### src/rtl/cbyte_router.sv
module cbyte_router #(
  parameter logic [6:0] DEV_ADDR  = 7'h3C,
  parameter int         RAM_BYTES = 1280
) (
  input  logic                         clk,
  input  logic                         rst_n,
  input  logic                         start_i,
  input  logic                         stop_i,
  input  logic                         rx_valid_i,
  input  logic [7:0]                   rx_byte_i,
  output logic                         ack_o,
  input  logic                         tx_req_i,
  input  logic                         mnack_i,
  input  logic [7:0]                   status_i,
  output logic [7:0]                   tx_byte_o,
  output logic                         cmd_valid_o,
  output logic [7:0]                   cmd_byte_o,
  output logic                         ram_we_o,
  output logic [$clog2(RAM_BYTES)-1:0] ram_addr_o,
  output logic [7:0]                   ram_wdata_o,
  output logic                         hs_mode_o
);
  localparam int PW = $clog2(RAM_BYTES);
  localparam logic [PW-1:0] LAST = PW'(RAM_BYTES - 1);

  typedef enum logic [2:0] {S_IDLE, S_ADDR, S_CTRL, S_ONE, S_STRM, S_RD, S_IGN} st_t;

  st_t st_q;
  logic dc_q;
  logic [PW-1:0] ptr_q;

  wire take     = rx_valid_i && !start_i && !stop_i;
  wire is_mcode = !hs_mode_o && (rx_byte_i[7:3] == 5'b00001);
  wire addr_hit = rx_byte_i[7:1] == DEV_ADDR;
  wire in_pay   = (st_q == S_ONE) || (st_q == S_STRM);

  assign ack_o = take && ((st_q == S_ADDR && !is_mcode && addr_hit) ||
                          st_q == S_CTRL || in_pay);

  always_ff @(posedge clk or negedge rst_n) begin
    if (!rst_n) begin
      st_q        <= S_IDLE;
      dc_q        <= 1'b0;
      ptr_q       <= '0;
      hs_mode_o   <= 1'b0;
      tx_byte_o   <= 8'h00;
      cmd_valid_o <= 1'b0;
      cmd_byte_o  <= 8'h00;
      ram_we_o    <= 1'b0;
      ram_addr_o  <= '0;
      ram_wdata_o <= 8'h00;
    end else begin
      cmd_valid_o <= 1'b0;
      ram_we_o    <= 1'b0;
      if (stop_i) begin
        st_q      <= S_IDLE;
        hs_mode_o <= 1'b0;
      end else if (start_i) begin
        st_q <= S_ADDR;
      end else if (take) begin
        case (st_q)
          S_ADDR: begin
            if (is_mcode) begin
              hs_mode_o <= 1'b1;
              st_q      <= S_IDLE;
            end else if (!addr_hit) st_q <= S_IGN;
            else st_q <= rx_byte_i[0] ? S_RD : S_CTRL;
          end
          S_CTRL: begin
            dc_q <= rx_byte_i[6];
            st_q <= rx_byte_i[7] ? S_ONE : S_STRM;
          end
          S_ONE, S_STRM: begin
            if (st_q == S_ONE) st_q <= S_CTRL;
            if (dc_q) begin
              ram_we_o    <= 1'b1;
              ram_addr_o  <= ptr_q;
              ram_wdata_o <= rx_byte_i;
              ptr_q       <= (ptr_q == LAST) ? '0 : ptr_q + 1'b1;
            end else begin
              cmd_valid_o <= 1'b1;
              cmd_byte_o  <= rx_byte_i;
            end
          end
          default: ;
        endcase
      end else if (st_q == S_RD) begin
        if (mnack_i) st_q <= S_IDLE;
        else if (tx_req_i) tx_byte_o <= dc_q ? 8'h00 : status_i;
      end
    end
  end

  p_one_route_r5: assert property (@(posedge clk) disable iff (!rst_n)
    !(cmd_valid_o && ram_we_o));

  p_route_from_rx_r6: assert property (@(posedge clk) disable iff (!rst_n)
    (cmd_valid_o || ram_we_o) |-> $past(rx_valid_i));

  p_ptr_follows_r7: assert property (@(posedge clk) disable iff (!rst_n)
    ram_we_o |-> (ptr_q == ((ram_addr_o == LAST) ? '0 : ram_addr_o + 1'b1)));

  p_hs_cleared_r12: assert property (@(posedge clk) disable iff (!rst_n)
    $past(stop_i) |-> !hs_mode_o);

  p_ignored_no_ack_r2: assert property (@(posedge clk) disable iff (!rst_n)
    (st_q == S_IGN || st_q == S_IDLE || st_q == S_RD) |-> !ack_o);

  p_tx_hold_r9: assert property (@(posedge clk) disable iff (!rst_n)
    $past(st_q != S_RD) |-> $stable(tx_byte_o));
endmodule

### config.mk
export PLATFORM = sky130hd
export DESIGN_NAME = cbyte_router
export DESIGN_NICKNAME = d
export VERILOG_FILES = /design/src/rtl/cbyte_router.sv
export SDC_FILE = /design/constraint.sdc
export NUM_CORES = 1
export LEC_CHECK = 0
export ABC_AREA = 1
export BUFFER_PORTS_ARGS = -buffer_cell sky130_fd_sc_hd__buf_2
export CELL_PAD_IN_SITES_DETAIL_PLACEMENT = 0
export CELL_PAD_IN_SITES_GLOBAL_PLACEMENT = 1
export CORE_MARGIN = 8
export CORE_UTILIZATION = 35
export DETAILED_ROUTE_END_ITERATION = 12
export GPL_ROUTABILITY_DRIVEN = 1
export PLACE_DENSITY_LB_ADDON = 0.1
export SYNTH_ARGS = -nofsm -noshare
export SYNTH_HDL_FRONTEND = slang
export SYNTH_SLANG_ARGS = --single-unit
### constraint.sdc
create_clock -name clk -period 4.15 [get_ports clk]
set_input_delay 0.2075 -clock clk [delete_from_list [all_inputs] [get_ports clk]]
set_output_delay 0.2075 -clock clk [all_outputs]
set_load 0.05 [all_outputs]
==> results of run 1 <==
[stage by stage]
stage                     setup slack (ns)  std cells  power [mW]  util, %  hold WS, ns
final                                2.261        461       1.268    40.81      0.01741
after detailed placement             2.268        453      0.9881    39.67       0.3895
after floorplan                      2.323        296      0.8847        -     -0.08809
after CTS                            2.260        461       1.295    40.81      0.04207
after global routing                 2.115        461       1.343    40.81      0.08226
after global placement               2.336        453      0.9860    39.67       0.3922
[final timing paths]
path                                  end      startpoint
min in group clk             tx_byte_o[2]     status_i[2]
min                         cmd_byte_o[1]           rst_n
min reg2reg                ram_wdata_o[1]  ram_wdata_o[1]
max in group asynchronous   ram_addr_o[4]           rst_n
max                              ptr_q[1]         st_q[0]
max reg2reg                      ptr_q[1]         st_q[0]
[power groups by stage]
stage          clock network (mW)  registers [mW]  logic, mW
6_report                    0.296           0.616      0.356
2_1_floorplan                   0           0.770      0.114
3_3_place_gp                    0           0.626      0.360
3_5_place_dp                    0           0.627      0.361
4_1_cts                     0.317           0.617      0.362
5_1_grt                     0.331           0.625      0.387
[logic make-up (layout without fill, tap and decap cells)]
| group | Yosys count | after routing | share of synthesized area (%) |
|---|---|---|---|
| flip-flops | 53 | 53 | 49.60 |
| adder cells (fa/ha/maj) | 1 | 1 | 0.4679 |
| AND/OR/NAND/NOR | 155 | 155 | 28.73 |
| AO/OA/AOI/OAI | 50 | 50 | 12.40 |
| buffers and inverters | 35 | 98 | 8.142 |
| XOR/XNOR | 2 | 2 | 0.6552 |
[cell type report]
type	count	area, µm²
Sequential cell	53	1326
Timing Repair Buffer	62	312.8
Tap cell	102	127.6
Clock buffer	6	72.57
Fill cell	776	4479
Multi-Input combinational cell	208	1130
Inverter	28	105.1
Clock inverter	2	13.76
[worst register-to-register path: stages, from the launching register on]
cell	delay (ns)
dfrtp_1	0.52
nor2_2	0.08
nand2_2	0.10
nand2_4	0.08
nand2_4	0.51
inv_2	0.26
nand3_1	0.13
o21ai_0	0.09
[registers in the layout, indices dropped and copies added (netlist names)]
name and flops:
cmd_byte_o 8, cmd_valid_o 1, dc_q 1, hs_mode_o 1, ptr_q 11, ram_addr_o 11, ram_wdata_o 8, ram_we_o 1
st_q 3, tx_byte_o 8
[metal layers]
metal  track usage (%)  up-vias
li1                  -     1088
met1             16.35      968
met2             18.34       51
met3             3.882        2
met4             3.337        0
met5                 0        -
[synth_stat cells (2+ instances only)]
cell type / number / area, µm²
a21oi_1: 4 / 20.02
buf_12: 3 / 60.06
buf_6: 2 / 22.52
buf_8: 2 / 30.03
dfrtp_1: 53 / 1326
inv_1: 25 / 93.84
inv_2: 3 / 11.26
nand2_1: 77 / 289.0
nand2_2: 13 / 81.33
nand2_4: 2 / 22.52
nand3_1: 22 / 110.1
nand3_2: 2 / 20.02
nand3_4: 2 / 35.03
nand3b_1: 2 / 15.01
nand4_1: 7 / 43.79
nor2_1: 18 / 67.56
nor2_2: 2 / 12.51
nor2_4: 4 / 45.04
nor3_1: 2 / 10.01
o21ai_0: 21 / 105.1
o21ai_1: 2 / 10.01
o21ai_2: 20 / 175.2
o31ai_1: 2 / 15.01
xor2_1: 2 / 17.52
==> flow_metrics.env, run 1 <==
export IMPL_cpLargestDelayFamily="simple AND/OR/NAND/NOR gates"
export IMPL_ctsHoldBuffers=0
export IMPL_synth_fp_nets=320
export IMPL_insertion_delay_ns=0.31
export IMPL_synthArstFlopShare_pct=100.0
export IMPL_vias_per_cell=4.575
export IMPL_drv_slew=0
export IMPL_firstDrtPassIters=4
export IMPL_max_clock_freq_mhz=529.4
export IMPL_grt_pass1_vias=2124
export IMPL_crit_chain="nor2_2, nand2_2, nand2_4, nand2_4, inv_2, nand3_1, o21ai_0"
export IMPL_design_area_mm2=0.003088
export IMPL_core_region_area_mm2=0.007567
export IMPL_start_util_pct=35.33
export IMPL_synth_ff_type="dfrtp_1"
export IMPL_clock_sinks=53
export IMPL_status="finished clean"
export IMPL_cts_buffer_depth=2
export IMPL_synth_edf_count=0
export IMPL_synth_cell_type_count=28
export IMPL_slew_headroom_pct=54.28
export IMPL_fin_crit_ns=1.889
export IMPL_io_pins=62
export IMPL_dieArea_mm2=0.01069
export IMPL_num_rows=32
export IMPL_vias=2109
export IMPL_maxCapViolCount=0
export IMPL_p_comb_share_pct=28.0
export IMPL_layout_nets=382
export IMPL_yosysWarnings=0
export IMPL_worstSetupPathType="register to register"
export IMPL_grt_max_degree=54
export IMPL_h_tree_depth=2
export IMPL_worst_ep_arrival_time_ns=2.07
export IMPL_die_w_um=103.4
export IMPL_antenna_found_initial=0
export IMPL_postCtsSetupBuffers=0
export IMPL_layout_common_cells="nand2_1, buf_2, dfrtp_1"
export IMPL_cts_tree="built"
export IMPL_root_buffer="clkbuf_8"
export IMPL_drt_iter0_markers=80
export IMPL_path_max_fanout=47
export IMPL_finalCritPeriodShare_pct=45.51
export IMPL_rsz0062_at_grt="no"
export IMPL_dp_hpwl_um=4397
export IMPL_grt_pass1_wl_um=10300
export IMPL_seq_power_share_pct=48.6
export IMPL_top_layer_used="met4"
export IMPL_drive_gt1_share_pct=32.87
export IMPL_synth_seq_cells=53
export IMPL_wirelength_um=6073
export IMPL_hold_viol=0
export IMPL_p_clk_share_pct=23.4
export IMPL_cp_start_kind="register"
export IMPL_p_int_mw=0.7782
export IMPL_finClkSkew_ns=0.009492
export IMPL_rr_worst_depth=7
export IMPL_drc=0
export IMPL_gp_congestion=0.7756
export IMPL_netlist_area_mm2=0.002674
export IMPL_syn_area_per_cell_um2=9.033
export IMPL_worstPathRequired_ns=4.33
export IMPL_grt_overflow=0
export IMPL_n_antenna_cell=0
export IMPL_vdd_drop_max_v=0.0001239
export IMPL_wl_per_cell_um=13.17
export IMPL_r2r_slack_ns=2.26
export IMPL_cp_slowest_cell="dfrtp_1"
export IMPL_p_per_area_mw_per_mm2=410.7
export IMPL_placed_area_mm2=0.003002
export IMPL_critical_path_buf_inv_count=1
export IMPL_die_h_um=103.4
export IMPL_fin_tns_setup_ns=0
export IMPL_worstMarginPinSlew_ns=0.6858
export IMPL_numCtsBuffers=5
export IMPL_leakage_nw=1.641
export IMPL_cpMostUsedCell="nand2_4"
export IMPL_grt_usage_pct=12.18
export IMPL_portBuffers=61
export IMPL_final_common_cell="nand2_1"
export IMPL_cp_depth=7
export IMPL_synthCells=296
export IMPL_cts_resized=0
export IMPL_hp_class="input port to asynchronous set/reset pin"
export IMPL_clk_pin_slew_worst_paths_ns=0.10
export IMPL_switchingPower_mw=0.4898
export IMPL_switching_share_pct=38.63
export IMPL_end_kind="register"
export IMPL_finalSetupViolCount=0
export IMPL_ant_nets=0
export IMPL_areaGrowthSynthToFinish_pct=15.49
export IMPL_wl_met3_um=485
export IMPL_wl_met2_um=2568
export IMPL_m1WireLength_um=2988
export IMPL_max_stage_delay_ns=0.52
export IMPL_synth_seq_area_share_pct=49.60
Note: power is estimated with default switching activity, not from simulation.
==> run 2: changes to the inputs <==
--- a/config.mk
+++ b/config.mk
@@ -5,7 +5,7 @@
 export SDC_FILE = /design/constraint.sdc
 export NUM_CORES = 1
 export LEC_CHECK = 0
-export ABC_AREA = 1
+export ABC_AREA = 0
 export BUFFER_PORTS_ARGS = -buffer_cell sky130_fd_sc_hd__buf_2
 export CELL_PAD_IN_SITES_DETAIL_PLACEMENT = 0
 export CELL_PAD_IN_SITES_GLOBAL_PLACEMENT = 1
==> constraint.sdc (replaced) <==
create_clock -name clk -period 1.6 [get_ports clk]
set_input_delay 0.08 -clock clk [delete_from_list [all_inputs] [get_ports clk]]
set_output_delay 0.08 -clock clk [all_outputs]
set_load 0.05 [all_outputs]
==> flow_metrics.env, run 2 <==
export IMPL_status="finished, violations left"
export IMPL_violations="setup timing"
export IMPL_p_comb_share_pct=23.5
export IMPL_die_h_um=98.20
export IMPL_setup_ws_ns=-0.1396
export IMPL_worstPathRequired_ns=1.52
export IMPL_fin_tns_setup_ns=-1.704
export IMPL_fin_crit_ns=1.740
export IMPL_synth_cell_type_count=45
export IMPL_cp_slowest_cell="dfrtp_2"
export IMPL_cts_buffer_depth=2
export IMPL_layout_nets=373
export IMPL_fin_hold_ws_ns=0.01228
export IMPL_synth_seq_area_share_pct=56.08
export IMPL_grt_max_degree=54
export IMPL_wirelength_um=6361
export IMPL_reg_largest_list="ptr_q x11, ram_addr_o x11"
export IMPL_synth_most_common_cell="nand2_1"
export IMPL_clock_sinks=53
export IMPL_maxCapViolCount=0
export IMPL_finalCritPeriodShare_pct=108.7
export IMPL_ant_nets=0
export IMPL_path_max_fanout=3
export IMPL_seq_power_share_pct=46.4
export IMPL_num_rows=30
export IMPL_start_util_pct=35.39
export IMPL_yosys_area_top_type_share_pct=56.08
export IMPL_drive_gt1_share_pct=42.57
export IMPL_root_buffer="clkbuf_8"
export IMPL_die_w_um=98.20
export IMPL_grt_pass1_wl_um=10660
export IMPL_drv_slew=0
export IMPL_power_mw=3.208
export IMPL_synth_area_leaders="dfrtp_1, nand2_1, mux2_2, o21ai_0, a21oi_1"
export IMPL_final_common_cell="nand2_1"
export IMPL_synth_fp_nets=263
export IMPL_vias_per_cell=4.849
export IMPL_finClkSkew_ns=0.007507
export IMPL_yosys_area_top_type="dfrtp_1"
export IMPL_cpLargestDelayFamily="simple AND/OR/NAND/NOR gates"
export IMPL_antenna_found_initial=0
export IMPL_firstDrtPassIters=4
export IMPL_layout_common_cells="nand2_1, buf_2, dfrtp_1"
export IMPL_vdd_drop_max_v=0.0005712
export IMPL_max_stage_delay_ns=0.44
export IMPL_critical_path_buf_inv_count=2
export IMPL_finalSetupViolCount=30
export IMPL_cp_start_kind="register"
export IMPL_switching_share_pct=31.54
export IMPL_clk_pin_slew_worst_paths_ns=0.10
export IMPL_dp_hpwl_um=4364
export IMPL_p_per_area_mw_per_mm2=937.8
export IMPL_synth_edf_count=0
export IMPL_leakage_nw=1.800
export IMPL_p_clk_share_pct=30.1
export IMPL_p_int_mw=2.196
export IMPL_yosysWarnings=0
export IMPL_synthTopCellsByCount="nand2_1, dfrtp_1, o21ai_0"
export IMPL_synth_seq_cells=53
export IMPL_hold_viol=0
export IMPL_portBuffers=61
export IMPL_end_kind="output port"
export IMPL_numCtsBuffers=5
export IMPL_h_tree_depth=2
export IMPL_rsz0062_at_grt="yes"
export IMPL_grt_overflow=0
export IMPL_grt_usage_pct=13.48
export IMPL_cpMostUsedCell="buf_6"
export IMPL_synthCells=239
export IMPL_synth_ff_type="dfrtp_1"
export IMPL_crit_chain="buf_6, or3b_4, nand2_2, o21a_1, buf_6"
export IMPL_grt_pass1_vias=2236
export IMPL_worstSetupPathType="register to output port"
export IMPL_wl_per_cell_um=14.79
export IMPL_io_pins=62
export IMPL_n_antenna_cell=0
export IMPL_dieArea_mm2=0.009642
export IMPL_switchingPower_mw=1.012
export IMPL_max_clock_freq_mhz=574.8
export IMPL_areaGrowthSynthToFinish_pct=44.66
export IMPL_cts_tree="built"
export IMPL_netlist_area_mm2=0.002365
export IMPL_synthArstFlopShare_pct=100.0
export IMPL_vias=2085
export IMPL_drc=0
export IMPL_worstMarginPinSlew_ns=0.3037
export IMPL_worst_ep_arrival_time_ns=1.66
export IMPL_insertion_delay_ns=0.31
export IMPL_fin_util_pct=51.20
export IMPL_syn_area_per_cell_um2=9.894
export IMPL_hp_class="input port to register"
export IMPL_drt_iter0_markers=97
export IMPL_slew_headroom_pct=79.75
export IMPL_r2r_slack_ns=-0.13
export IMPL_gp_congestion=0.8446
export IMPL_core_region_area_mm2=0.006681
-- run 2: changes by cell type in the layout (fill, tap and decap cells not counted), sizes merged, moves of 4 or more --
cell and delta:
buf +41, o21ai -28, nor2 -23, inv -22, nand3 -20, nand2 -9
mux2 +8, dlygate4sd3 +4, or4 +4
-- run 2: worst reg2reg max path, cell delays in order, from the launching register on --
cell	delay (ns)
dfrtp_2	0.44
buf_4	0.16
and3b_2	0.24
o211ai_4	0.28
clkbuf_16	0.20
mux2_2	0.32
-- run 2: metrics by stage --
step / std cells / setup WS (ns) / cell area (µm²)
2_1_floorplan: 239 / 0.01471 / 2365
3_3_place_gp: 399 / -0.0006770 / 2968
3_5_place_dp: 399 / -0.05593 / 2968
4_1_cts: 423 / -0.1330 / 3286
5_1_grt: 430 / -0.1840 / 3421
6_report: 430 / -0.1396 / 3421
-- run 2: cell families after synthesis --
kind of cell	Yosys count	synth area share (%)
and+or+nand+nor	122	24.81
DFF	53	56.08
AOI/OAI and AO/OA	35	10.21
buffers and inverters	15	2.593
muxes	10	4.656
xor gates and xnor gates	3	1.111
adders and majority gates	1	0.5290
-- run 2: power by group through the flow --
stage                     clock, mW  combinational [mW]  sequential, mW
after floorplan                   0               0.143            1.81
after global placement            0               0.685            1.51
after detailed placement          0               0.687            1.52
after CTS                      1.01               0.749            1.49
after global routing           1.04               0.813            1.50
final                         0.965               0.754            1.49
-- run 2: final timing paths --
| path | endpoint | from | cells past startpoint |
|---|---|---|---|
| worst max-delay path | ack_o | st_q[0] | 5 |
| worst min-delay path | tx_byte_o[4] | status_i[4] | 3 |
| worst max register to register | cmd_byte_o[4] | st_q[0] | 5 |
| worst min register to register | ram_addr_o[2] | ram_addr_o[2] | 2 |
| min in group asynchronous | ram_addr_o[8] | rst_n | 3 |
| max in group asynchronous | st_q[2] | rst_n | 3 |
-- run 2: layout make-up --
type | instances | area (µm²)
tap | 80 | 100.1
inverter | 9 | 35.03
multi-input combinational | 171 | 1040
timing repair buffer | 109 | 797.0
clock inverter | 2 | 37.54
fill | 651 | 3261
clock buffer | 6 | 82.58
sequential | 53 | 1329
-- run 2: routing by layer --
| metal | track usage, % | wire [µm] |
|---|---|---|
| met3 | 5.050 | 413 |
| met2 | 22.23 | 2918 |
| met1 | 15.76 | 2957 |
| met5 | 0 | 0 |
| met4 | 4.486 | 73 |
-- run 2: what timing repair did --
item                                    in CTS  in global routing
hold buffers                                 4                  0
cloned                                       0                  2
resized for setup                           20                 13
endpoints found under the setup margin       3                 31
endpoints found under the hold margin       56                  0
buffers inserted                            12                  5
pin swaps                                   10                  4
==> run 3: changes to the inputs <==
==> constraint.sdc (replaced) <==
create_clock -name clk -period 1.6 [get_ports clk]
set_input_delay 0.16 -clock clk [delete_from_list [all_inputs] [get_ports clk]]
set_output_delay 0.16 -clock clk [all_outputs]
set_load 0.05 [all_outputs]
==> flow_metrics.env, run 3 (synthesized netlist as in run 2, its figures left out) <==
export IMPL_hp_class="input port to register"
export IMPL_firstDrtPassIters=4
export IMPL_finalCritPeriodShare_pct=110.6
export IMPL_grt_pass1_wl_um=10900
export IMPL_cts_tree="built"
export IMPL_gp_congestion=0.8061
export IMPL_core_region_area_mm2=0.006681
export IMPL_num_rows=30
export IMPL_crit_chain="buf_4, or3b_4, nand2_2, o21a_2, buf_8"
export IMPL_violations="setup timing"
export IMPL_p_per_area_mw_per_mm2=919.0
export IMPL_placed_area_mm2=0.003007
export IMPL_cts_buffer_depth=2
export IMPL_stdcell_count=428
export IMPL_dp_hpwl_um=4405
export IMPL_clk_pin_slew_worst_paths_ns=0.10
export IMPL_dieArea_mm2=0.009642
export IMPL_finalSetupViolCount=31
export IMPL_rsz0062_at_grt="yes"
export IMPL_hold_viol=0
export IMPL_design_area_mm2=0.003491
export IMPL_grt_pass1_vias=2198
export IMPL_power_mw=3.208
export IMPL_grt_overflow=0
export IMPL_antenna_found_initial=0
export IMPL_vias_per_cell=4.848
export IMPL_maxCapViolCount=0
export IMPL_h_tree_depth=2
export IMPL_portBuffers=61
export IMPL_io_pins=62
export IMPL_die_h_um=98.20
export IMPL_status="finished, violations left"
export IMPL_end_kind="output port"
export IMPL_rr_worst_depth=8
export IMPL_grt_max_degree=54
export IMPL_layout_nets=371
export IMPL_start_util_pct=35.39
export IMPL_final_common_cell="nand2_1"
export IMPL_drt_iter0_markers=86
export IMPL_max_stage_delay_ns=0.43
export IMPL_fillCellCount=645
export IMPL_drc=0
export IMPL_slew_headroom_pct=78.31
export IMPL_met2_usage_pct=20.60
export IMPL_die_w_um=98.20
export IMPL_wl_per_cell_um=15.09
export IMPL_clock_sinks=53
export IMPL_path_max_fanout=3
export IMPL_cp_slowest_cell="dfrtp_1"
export IMPL_leakage_nw=1.836
export IMPL_dp_cells=404
export IMPL_reg_largest_list="ptr_q x11, ram_addr_o x11"
export IMPL_numCtsBuffers=5
export IMPL_use_met3_pct=4.836
export IMPL_worstPathRequired_ns=1.44
export IMPL_worst_ep_arrival_time_ns=1.61
export IMPL_ant_nets=0
export IMPL_drive_gt1_share_pct=44.54
export IMPL_root_buffer="clkbuf_8"
export IMPL_grt_busiest_layer="met2"
export IMPL_cp_start_kind="register"
export IMPL_grtUsageMet1_pct=18.23
export IMPL_worstMarginPinSlew_ns=0.3228
export IMPL_worstSetupPathType="register to output port"
export IMPL_fin_tns_setup_ns=-2.518
export IMPL_areaGrowthSynthToFinish_pct=47.62
export IMPL_n_antenna_cell=0
export IMPL_fin_crit_ns=1.769
export IMPL_min_path_cells=3
export IMPL_insertion_delay_ns=0.30
export IMPL_wirelength_um=6460
export IMPL_finClkSkew_ns=0.007633
export IMPL_grt_usage_pct=13.77
export IMPL_setup_ws_ns=-0.1689
export IMPL_layout_common_cells="nand2_1, buf_2, dfrtp_1"
export IMPL_fin_util_pct=52.25
export IMPL_vias=2075
export IMPL_max_clock_freq_mhz=565.3
export IMPL_vdd_drop_max_v=0.0005726
export IMPL_drv_slew=0
## run 3: cell types whose count changed in the layout (fill, tap and decap cells not counted), sizes merged
cell	before	now
dlygate4sd3	4	1
buf	103	105
clkbuf	8	7
## run 3: report_power, final
group | switching, mW | internal (mW) | total (mW)
registers | 0.0597 | 1.43 | 1.49
clock network | 0.435 | 0.509 | 0.944
logic | 0.505 | 0.265 | 0.770
## run 3: layer usage
metal  vias up  share of wire [%]
li1       1039                  -
met1       971                 47
met2        56                 44
met3         9                6.9
met4         0                1.3
met5         -                  0
## run 3: timing repair
item / CTS / global route
gates resized for setup: 43 / 7
hold buffers: 1 / 0
setup buffers: 8 / 4
endpoints found under the hold margin: 53 / 0
setup endpoints to repair: 13 / 44
gates cloned: 2 / 1
pin swaps: 9 / 4
## run 3: final cells by class
cell class / count / area [µm²] / area share [%]
clock inverters: 2 / 37.54 / 1.075
multi-input cells: 171 / 1105 / 31.65
well taps: 80 / 100.1 / 2.867
repair buffers: 107 / 800.8 / 22.94
flip-flops and latches: 53 / 1326 / 37.99
inverters: 9 / 38.79 / 1.111
clock buffers: 6 / 82.58 / 2.366
## run 3: final timing paths
check / start / to / slack, ns
worst max-delay path: st_q[0] / ack_o / -0.17
worst min-delay path: status_i[1] / tx_byte_o[1] / 0.1
min in group asynchronous: rst_n / ram_addr_o[10] / 0.38
max in group asynchronous: rst_n / tx_byte_o[0] / 0.97
worst min register to register: ram_addr_o[6] / ram_addr_o[6] / 0.48
worst max register to register: st_q[0] / ram_addr_o[3] / -0.11
## run 3: per-stage QoR
stage	hold WS (ns)	worst slack (ns)
2_1_floorplan	-0.1356	0.06035
4_1_cts	0.08670	-0.1675
3_3_place_gp	0.1825	-0.07586
6_report	0.09821	-0.1689
5_1_grt	0.09229	-0.2391
3_5_place_dp	0.1807	-0.07709
## run 3: worst max-delay path: cells and delay by family (launching register included)
kind / cells / cell delay [ns]
AOI/OAI and AO/OA: 1 / 0.13
and+or+nand+nor: 2 / 0.45
buffers and inverters: 2 / 0.30
DFF: 1 / 0.43
